**src/rtl/env_pkg.sv**
```systemverilog
package env_pkg;
  localparam int LVL_W    = 4;
  localparam int BYTE_W   = 8;
  localparam int RATE_LSB = 3;
  localparam int SIDE_W   = 3;

  typedef enum logic [1:0] {
    PH_IDLE = 2'd0,
    PH_RISE = 2'd1,
    PH_FALL = 2'd2,
    PH_FADE = 2'd3
  } env_phase_e;
endpackage

```
**src/rtl/env_step_calc.sv**
```systemverilog
module env_step_calc
  import env_pkg::*;
(
  input  env_phase_e               phase_q,
  input  logic [LVL_W-1:0]         level_q,
  input  logic [BYTE_W-1:0]        atk_b,
  input  logic [BYTE_W-1:0]        dec_b,
  input  logic [BYTE_W-1:0]        rel_b,
  input  logic [LVL_W-1:0]         hold_lvl,
  output env_phase_e               phase_d,
  output logic [LVL_W-1:0]         level_d,
  output logic                     side_en,
  output logic signed [SIDE_W-1:0] side_step
);
  localparam logic [LVL_W:0] LVL_TOP = {1'b0, {LVL_W{1'b1}}};

  logic [BYTE_W-1:0]    act_b;
  logic [LVL_W:0]       rise_sum;
  logic [LVL_W:0]       fall_mag;
  logic signed [LVL_W+1:0] fall_res;
  logic                 fall_done;

  always_comb begin
    unique case (phase_q)
      PH_RISE: act_b = atk_b;
      PH_FALL: act_b = dec_b;
      PH_FADE: act_b = rel_b;
      default: act_b = '0;
    endcase
  end

  assign rise_sum  = {1'b0, level_q} + {1'b0, act_b[RATE_LSB +: LVL_W]};
  assign fall_mag  = (LVL_W+1)'(1 << LVL_W) - {1'b0, act_b[RATE_LSB +: LVL_W]};
  assign fall_res  = $signed({2'b00, level_q}) - $signed({1'b0, fall_mag});
  assign fall_done = (fall_res <= $signed({2'b00, hold_lvl}));

  assign side_en   = (phase_q != PH_IDLE) && (act_b[SIDE_W-1:0] != '0);
  assign side_step = $signed(act_b[SIDE_W-1:0]);

  always_comb begin
    phase_d = phase_q;
    level_d = level_q;
    unique case (phase_q)
      PH_IDLE: begin
        if (hold_lvl > level_q)      phase_d = PH_RISE;
        else if (hold_lvl < level_q) phase_d = PH_FADE;
      end
      PH_RISE: begin
        if (rise_sum >= LVL_TOP) begin
          level_d = LVL_TOP[LVL_W-1:0];
          phase_d = PH_FALL;
        end else begin
          level_d = rise_sum[LVL_W-1:0];
        end
      end
      default: begin
        if (fall_done) begin
          level_d = hold_lvl;
          phase_d = PH_IDLE;
        end else begin
          level_d = fall_res[LVL_W-1:0];
        end
      end
    endcase
  end
endmodule

```
**src/rtl/env_wave_track.sv**
```systemverilog
module env_wave_track
  import env_pkg::*;
#(
  parameter int WAVE_W   = 4,
  parameter int WAVE_TOP = 13
) (
  input  logic                     clk,
  input  logic                     rst,
  input  logic                     upd,
  input  logic signed [SIDE_W-1:0] step,
  output logic [WAVE_W-1:0]        wave_q
);
  localparam int SUM_W = WAVE_W + 2;

  logic signed [SUM_W-1:0] sum_w;
  logic [WAVE_W-1:0]       wave_d;

  assign sum_w = $signed({2'b00, wave_q}) + SUM_W'(step);

  always_comb begin
    if (sum_w < 0)                           wave_d = '0;
    else if (sum_w > SUM_W'(WAVE_TOP))       wave_d = WAVE_W'(WAVE_TOP);
    else                                     wave_d = sum_w[WAVE_W-1:0];
  end

  always_ff @(posedge clk) begin
    if (rst)      wave_q <= '0;
    else if (upd) wave_q <= wave_d;
  end

  // offset holds when no update is requested
  p_wave_hold_r8: assert property (@(posedge clk) disable iff (rst)
    !upd |=> $stable(wave_q));
  // a positive side value never lowers the offset
  p_wave_dir_r8: assert property (@(posedge clk) disable iff (rst)
    (upd && step > 0) |=> wave_q >= $past(wave_q));
  // offset stays inside the table range
  p_wave_cap_r9: assert property (@(posedge clk) disable iff (rst)
    1'b1 |=> wave_q <= WAVE_W'(WAVE_TOP));
endmodule

```
**src/rtl/env_adsr_ctrl.sv**
```systemverilog
module env_adsr_ctrl
  import env_pkg::*;
#(
  parameter int WAVE_W   = 4,
  parameter int WAVE_TOP = 13
) (
  input  logic              clk,
  input  logic              rst,
  input  logic              tick_i,
  input  logic [7:0]        atk_i,
  input  logic [7:0]        dec_i,
  input  logic [7:0]        sus_i,
  input  logic [7:0]        rel_i,
  output logic [3:0]        level_o,
  output logic [WAVE_W-1:0] wave_o
);
  env_phase_e              phase_q, phase_d;
  logic [LVL_W-1:0]        level_q, level_d;
  logic                    side_en;
  logic signed [SIDE_W-1:0] side_step;
  logic                    unused_bits;

  assign unused_bits = ^{atk_i[7], dec_i[7], rel_i[7], sus_i[7:4]};

  env_step_calc u_calc (
    .phase_q  (phase_q),
    .level_q  (level_q),
    .atk_b    (atk_i),
    .dec_b    (dec_i),
    .rel_b    (rel_i),
    .hold_lvl (sus_i[LVL_W-1:0]),
    .phase_d  (phase_d),
    .level_d  (level_d),
    .side_en  (side_en),
    .side_step(side_step)
  );

  always_ff @(posedge clk) begin
    if (rst) begin
      phase_q <= PH_IDLE;
      level_q <= '0;
    end else if (tick_i) begin
      phase_q <= phase_d;
      level_q <= level_d;
    end
  end

  env_wave_track #(.WAVE_W(WAVE_W), .WAVE_TOP(WAVE_TOP)) u_wave (
    .clk   (clk),
    .rst   (rst),
    .upd   (tick_i && side_en),
    .step  (side_step),
    .wave_q(wave_o)
  );

  assign level_o = level_q;

  // reset leaves silence and idle stage
  p_reset_state_r1: assert property (@(posedge clk)
    rst |=> (level_q == '0 && phase_q == PH_IDLE && wave_o == '0));
  // no tick, no movement
  p_no_tick_hold_r2: assert property (@(posedge clk) disable iff (rst)
    !tick_i |=> $stable(level_q) && $stable(phase_q));
  // rise below the top adds the rate
  p_rise_add_r3: assert property (@(posedge clk) disable iff (rst)
    (tick_i && phase_q == PH_RISE && ({1'b0, level_q} + {1'b0, atk_i[6:3]}) < 5'd15)
    |=> level_q == $past(level_q) + $past(atk_i[6:3]));
  // rise at or past the top clamps and turns to fall
  p_rise_clamp_r4: assert property (@(posedge clk) disable iff (rst)
    (tick_i && phase_q == PH_RISE && ({1'b0, level_q} + {1'b0, atk_i[6:3]}) >= 5'd15)
    |=> (level_q == 4'd15 && phase_q == PH_FALL));
  // fall and fade never go up and never go under the hold level
  p_fall_floor_r5: assert property (@(posedge clk) disable iff (rst)
    (tick_i && (phase_q == PH_FALL || phase_q == PH_FADE))
    |=> (level_q <= $past(level_q) && level_q >= $past(sus_i[3:0])));
  // idle tick keeps the level
  p_idle_keep_r7: assert property (@(posedge clk) disable iff (rst)
    (tick_i && phase_q == PH_IDLE) |=> $stable(level_q));
endmodule

```
**config.mk**
```make
export PLATFORM = sky130hd
export DESIGN_NAME = env_adsr_ctrl
export DESIGN_NICKNAME = d
export VERILOG_FILES = /design/src/rtl/env_pkg.sv /design/src/rtl/env_step_calc.sv /design/src/rtl/env_wave_track.sv /design/src/rtl/env_adsr_ctrl.sv
export SDC_FILE = /design/constraint.sdc
export NUM_CORES = 1
export LEC_CHECK = 0
export BUFFER_PORTS_ARGS = -buffer_cell sky130_fd_sc_hd__buf_2
export CAP_MARGIN = 0
export CORE_ASPECT_RATIO = 1.5
export CORE_UTILIZATION = 40
export CTS_BUF_LIST = sky130_fd_sc_hd__clkbuf_8
export CTS_CLUSTER_SIZE = 25
export DETAILED_ROUTE_END_ITERATION = 8
export PLACE_DENSITY = 0.69
export SKIP_CTS_REPAIR_TIMING = 1
export SLEW_MARGIN = 20
export SYNTH_ARGS = -nofsm -noshare
export SYNTH_HDL_FRONTEND = slang
export SYNTH_SLANG_ARGS = --single-unit
export TNS_END_PERCENT = 5
```
**constraint.sdc**
```tcl
create_clock -name clk -period 4 [get_ports clk]
set_input_delay 0.4 -clock clk [delete_from_list [all_inputs] [get_ports clk]]
set_output_delay 0.4 -clock clk [all_outputs]
set_load 0.05 [all_outputs]
```
Yosys cells after proc, flatten, opt, wreduce, memory -nomap -nowiden
Index checks and enable logic that the tools add are counted.
{"block": "op_classes", "addsub": 4, "magnitude_cmp": 6, "n_eq_ne": 5, "mux": 11, "n_bitwise": 1, "n_reduce_logical": 8}
{"op": "7-bit case mux with 3 select lines", "n": 1}
{"op": "4-bit two-way mux", "n": 4}
{"op": "2-bit two-way mux", "n": 4}
{"op": "4-bit case mux with 2 select lines", "n": 1}
{"op": "5-bit by 3-bit adder with 6-bit output", "n": 1}
{"op": "6-bit by 5-bit > comparator with 1-bit output (second input constant)", "n": 1}
{"op": "6-bit by 5-bit less-or-equal comparator with 1-bit output", "n": 1}
{"op": "6-bit by 1-bit less-than comparator with 1-bit output (second input constant)", "n": 1}
{"op": "3-bit nonzero test", "n": 2}
{"op": "4-bit by 5-bit subtractor with 6-bit output", "n": 1}
{"op": "4-bit by 4-bit adder with 5-bit output", "n": 1}
{"op": "5-bit by 4-bit >= comparator with 1-bit output (second input constant)", "n": 1}
{"op": "5-bit by 4-bit subtractor with 5-bit output (first input constant)", "n": 1}
{"op": "2-bit equality test (second input constant)", "n": 2}
{"op": "4-bit > comparator", "n": 1}
{"op": "4-bit less-than comparator", "n": 1}
{"op": "2-bit case mux with 2 select lines", "n": 1}
{"op": "4-bit AND reduction", "n": 1}
{"op": "3-bit by 1-bit != test with 1-bit output (second input constant)", "n": 1}
{"op": "2-bit by 1-bit equality test with 1-bit output (second input constant)", "n": 1}
{"op": "1-bit logical AND", "n": 2}
{"op": "2-bit logical NOT", "n": 1}
{"op": "2-bit by 1-bit != test with 1-bit output (second input constant)", "n": 1}
{"op": "2-bit AND reduction", "n": 1}
{"op": "2 further kinds", "n": 2}
{"block": "word_totals", "regBits": 10, "in_bits": 35}

Logic depth before layout (Yosys ltp)
{"block": "logic_depth", "ltp_word": 7, "depth_mapped": 19}

By module
A second synthesis with hierarchy kept.
{"block": "unflattened", "cells_unflattened": 214, "area_unflattened_um2": 1752.9}
{"mod": "env_step_calc", "instances": 1, "cells_each": 134, "area_each_um2": 1027.2, "seq_area_each_um2": 0.0}
{"mod": "env_wave_track", "instances": 1, "cells_each": 60, "area_each_um2": 504.2, "seq_area_each_um2": 80.1}
{"mod": "env_adsr_ctrl", "instances": 1, "cells_each": 20, "area_each_um2": 221.5, "seq_area_each_um2": 120.1}

Least setup slack after synthesis
OpenSTA, ideal clock, no wires.
{"block": "synth_timing", "path_type": "register to register", "start": "register phase_q[0]", "end": "register level_q[0] (netlist: level_o[0])", "setup_ns": 0.103, "arrival_ns": 3.860, "t_required_ns": 3.897, "slack_ns": 0.036, "stages_incl_launch_ff": 19, "n_path_buf": 2, "synth_period_minus_slack_ns": 3.964, "path_cell_list": "dfxtp_1 > buf_4 > buf_6 > mux2i_1 > o21ai_0 > inv_1 > ha_1 > inv_1 > ha_1 > a21o_1 > a21oi_1 > xnor2_1 > ha_1 > nand4_1 > o21ai_0 > o22a_1 > a311oi_4 > mux2_2 > a2111oi_2"}
{"block": "synth_between", "elab_chain_len": 7}
{"item": "start: declaration", "line_no": "env_adsr_ctrl.sv:17", "source": "env_phase_e phase_q, phase_d;"}
{"item": "start signal: assignment", "line_no": "env_adsr_ctrl.sv:43", "source": "phase_q <= phase_d;"}
{"item": "2-bit equality test or 2-bit by 1-bit equality test with 1-bit output (tied branches)", "line_no": "env_step_calc.sv:24, env_step_calc.sv:43"}
{"item": "7-bit case mux with 3 select lines", "line_no": "env_step_calc.sv:24", "source": "unique case (phase_q)"}
{"item": "5-bit by 4-bit subtractor with 5-bit output", "line_no": "env_step_calc.sv:33", "source": "assign fall_mag = (LVL_W+1)'(1 << LVL_W) - {1'b0, act_b[RATE_LSB +: LVL_W]};"}
{"item": "4-bit by 5-bit subtractor with 6-bit output", "line_no": "env_step_calc.sv:34", "source": "assign fall_res = $signed({2'b00, level_q}) - $signed({1'b0, fall_mag});"}
{"item": "6-bit by 5-bit less-or-equal comparator with 1-bit output", "line_no": "env_step_calc.sv:35", "source": "assign fall_done = (fall_res <= $signed({2'b00, hold_lvl}));"}
{"item": "4-bit two-way mux", "line_no": "env_step_calc.sv:57", "source": "if (fall_done) begin"}
{"item": "4-bit case mux with 2 select lines", "line_no": "env_step_calc.sv:43", "source": "unique case (phase_q)"}
{"item": "end signal: assignment", "line_no": "env_adsr_ctrl.sv:44", "source": "level_q <= level_d;"}
{"item": "end: declaration", "line_no": "env_adsr_ctrl.sv:18", "source": "logic [LVL_W-1:0] level_q, level_d;"}
Parallel ways exist; a longest one is shown, timed or not.
A chain may end at the register's enable or synchronous reset.

Worst setup path in the final report
Same ends and word-level chain as after synthesis.

==> run summary <==
register bit total from synthesis: 10
Chip Width: 51.8 microns
Final TNS setup: 0 ps
fin crit period: 3820 ps
std cell rows: 26
DR vias/cell: 5.40
sequential cell area: 201 sq um
Tightest Pin Transition: 475 ps
CP bufs+invs: 2
Initial Util: 42.8%
placed insts: 256
number of global-route vias before repair: 1,346
pwr/cell area: 550 nW/um^2
Worst path most repeated cell: ha_1
area delta synth->final: 21.8%
reg2reg path depth: 17
clock tree root buffer cell: clkbuf_8
Worst Path Required: 4140 ps
worst hold path class: in -> reg
post-place setup slack: 45.3 ps
startpoint types: flop
post-synthesis cell area: 1490 sq um
maximum clock path buffer count: 2
initial antenna violation count: 0
synth unique cells: 44
diode count: 0
H-tree depth: 1
Die Height: 76.8 microns
clock share of power: 12.7%
Mean Syn Cell Area: 8.56 sq um
total global routing overflow: 0
fmax: 262 MHz
hpwl dp: 2.91 mm
I/O pin count: 43
clk_lat worst skew: 240 ps
critical path's slowest cell: mux2_2
final net count: 279
combinational power share: 73.8%
RR Startpoint: phase_q[0]
fin worst setup slack: 180 ps
Setup crit end kind: flop
DIE AREA: 3980 sq um
worst rel slew slack: 67.8%
switching pwr: 0.465 mW
Filler cells: 350
CTS buffer count: 3
Ys Warns: 0
WL final: 3.45 mm
Critical Path AT: 3960 ps
Crit path max-delay family: compound AO/OA/AOI/OAI gates
CTS tree: yes
Max-Cap Viols: 0
most frequent cells in the layout: 35 x buf_2, 25 x inv_1, 22 x ha_1, 10 x mux2i_1
DRC errors left: 0
Worst Skew: 3.44 ps
drt first pass iters: 4
CP Cell Sequence: nor2b_4 > nand2_1 > o21ai_0 > inv_1 > ha_1 > inv_1 > ha_1 > a21o_1 > a21oi_2 > xnor2_2 > ha_1 > nand4_1 > o21ai_0 > o22a_1 > a311oi_4 > mux2_2 > a2111oi_2
sequential fraction of design power: 13.5%
Final setup viols: 0
via count: 1,403
EDFF count, synth: 0
sequential area share after synthesis: 13.4%
worst hold start: rst
commonest non-fill, non-tap cell in the layout: buf_2
Power, Total: 0.998 mW
clock sinks: 10
antenna viol nets, final: 0
Synthesized Nets: 234
ys flop type: dfxtp_1
Non-Filler Instances: 260
I/O Buffers: 35
setup slack, reg-to-reg: 180 ps
RR Endpoint: level_o[0]
Iter 0 DRT Violations: 24
clock slew at reported path FFs: 50 ps
hold endpoint: level_o[0]
critical path fanouts, max: 5
core area: 3480 sq um
Syn Inst Count: 174
first-pass GRT wire length: 5.75 mm
Final Hold Fails: 0
worst hold stages: 2
Largest stage delay, worst path: 390 ps
status: completed
Slew Limit Fails: 0
Switching Fraction: 46.6%
routed len/inst: 13.3 microns
worst ir drop on vdd: 353 uV
footprint of the multi-input gates: 1170 sq um
fraction of layout cells with a size suffix above 1: 29.4%
Routability Congestion: 0.765
Tcrit/Tclk final: 95.5%
fraction of registers with async set/reset: 0%
internal power: 0.533 mW
crit path kind: reg -> reg
largest net degree at the start of global routing: 10
Leak: 0.839 nW
GRT Util Overall: 18.5%
Yosys cell counts, types with 4 or more instances:
cell type | count | area, sq um
mux2i_1 | 10 | 100
inv_1 | 25 | 93.8
nor2_1 | 8 | 30.0
xnor2_1 | 5 | 43.8
nand2_1 | 7 | 26.3
nor3_1 | 6 | 30.0
dfxtp_1 | 10 | 200
a22o_1 | 4 | 35.0
ha_1 | 22 | 275
o21ai_0 | 10 | 50.1
xor2_1 | 5 | 43.8
a21oi_1 | 10 | 50.1
state kept, by name, summed over array words and instances, names as in the netlist:
| name | cells |
|---|---|
| u_wave.wave_q | 4 |
| level_o | 4 |
| phase_q | 2 |
power by group through the flow:
| stage | sequential, mW | combinational, mW | clock [mW] |
|---|---|---|---|
| 4_1_cts | 0.134 | 0.714 | 0.129 |
| 2_1_floorplan | 0.152 | 0.528 | 0 |
| 3_5_place_dp | 0.136 | 0.709 | 0 |
| 6_report | 0.134 | 0.737 | 0.127 |
| 5_1_grt | 0.137 | 0.807 | 0.132 |
| 3_3_place_gp | 0.135 | 0.698 | 0 |
worst max path at each step:
stage	startpoint	to	slack, ps	depth (start not counted)
final	phase_q[0]	level_o[0]	180	17
after global routing	phase_q[0]	level_o[0]	-7	17
after CTS	phase_q[0]	level_o[0]	20	17
after detailed placement	phase_q[0]	level_o[0]	50	17
after global placement	phase_q[0]	level_o[0]	70	17
after floorplan	phase_q[0]	level_o[0]	40	18
kinds of logic after synthesis:
family / Yosys count / share of synthesized area (%)
compound gates: 49 / 26.5
xor+xnor: 10 / 5.88
fa+ha+maj: 25 / 22.5
buf+inv: 30 / 9.07
flops: 10 / 13.4
mux: 13 / 8.98
simple gates: 37 / 13.6
cell type report:
cell class / count / area share, %
multi-input combinational: 134 / 64.2
tap: 42 / 2.89
timing repair buffer: 44 / 13.4
sequential: 10 / 11.1
inverter: 26 / 5.38
clock buffer: 4 / 3.03
metrics by stage:
step	util (%)	cell area, sq um	hold slack [ps]
after floorplan	-	1490	469
after global placement	50.2	1750	513
after detailed placement	50.2	1750	503
after CTS	51.8	1800	442
after global routing	52.2	1820	465
final	52.2	1820	446
routing by layer:
metal | global-route usage, % | wire length, microns
met1 | 21.3 | 1440
met2 | 35.6 | 1850
met3 | 1.79 | 140
met4 | 2.43 | 14
met5 | 0 | 0
(Power assumes the default switching activity.)
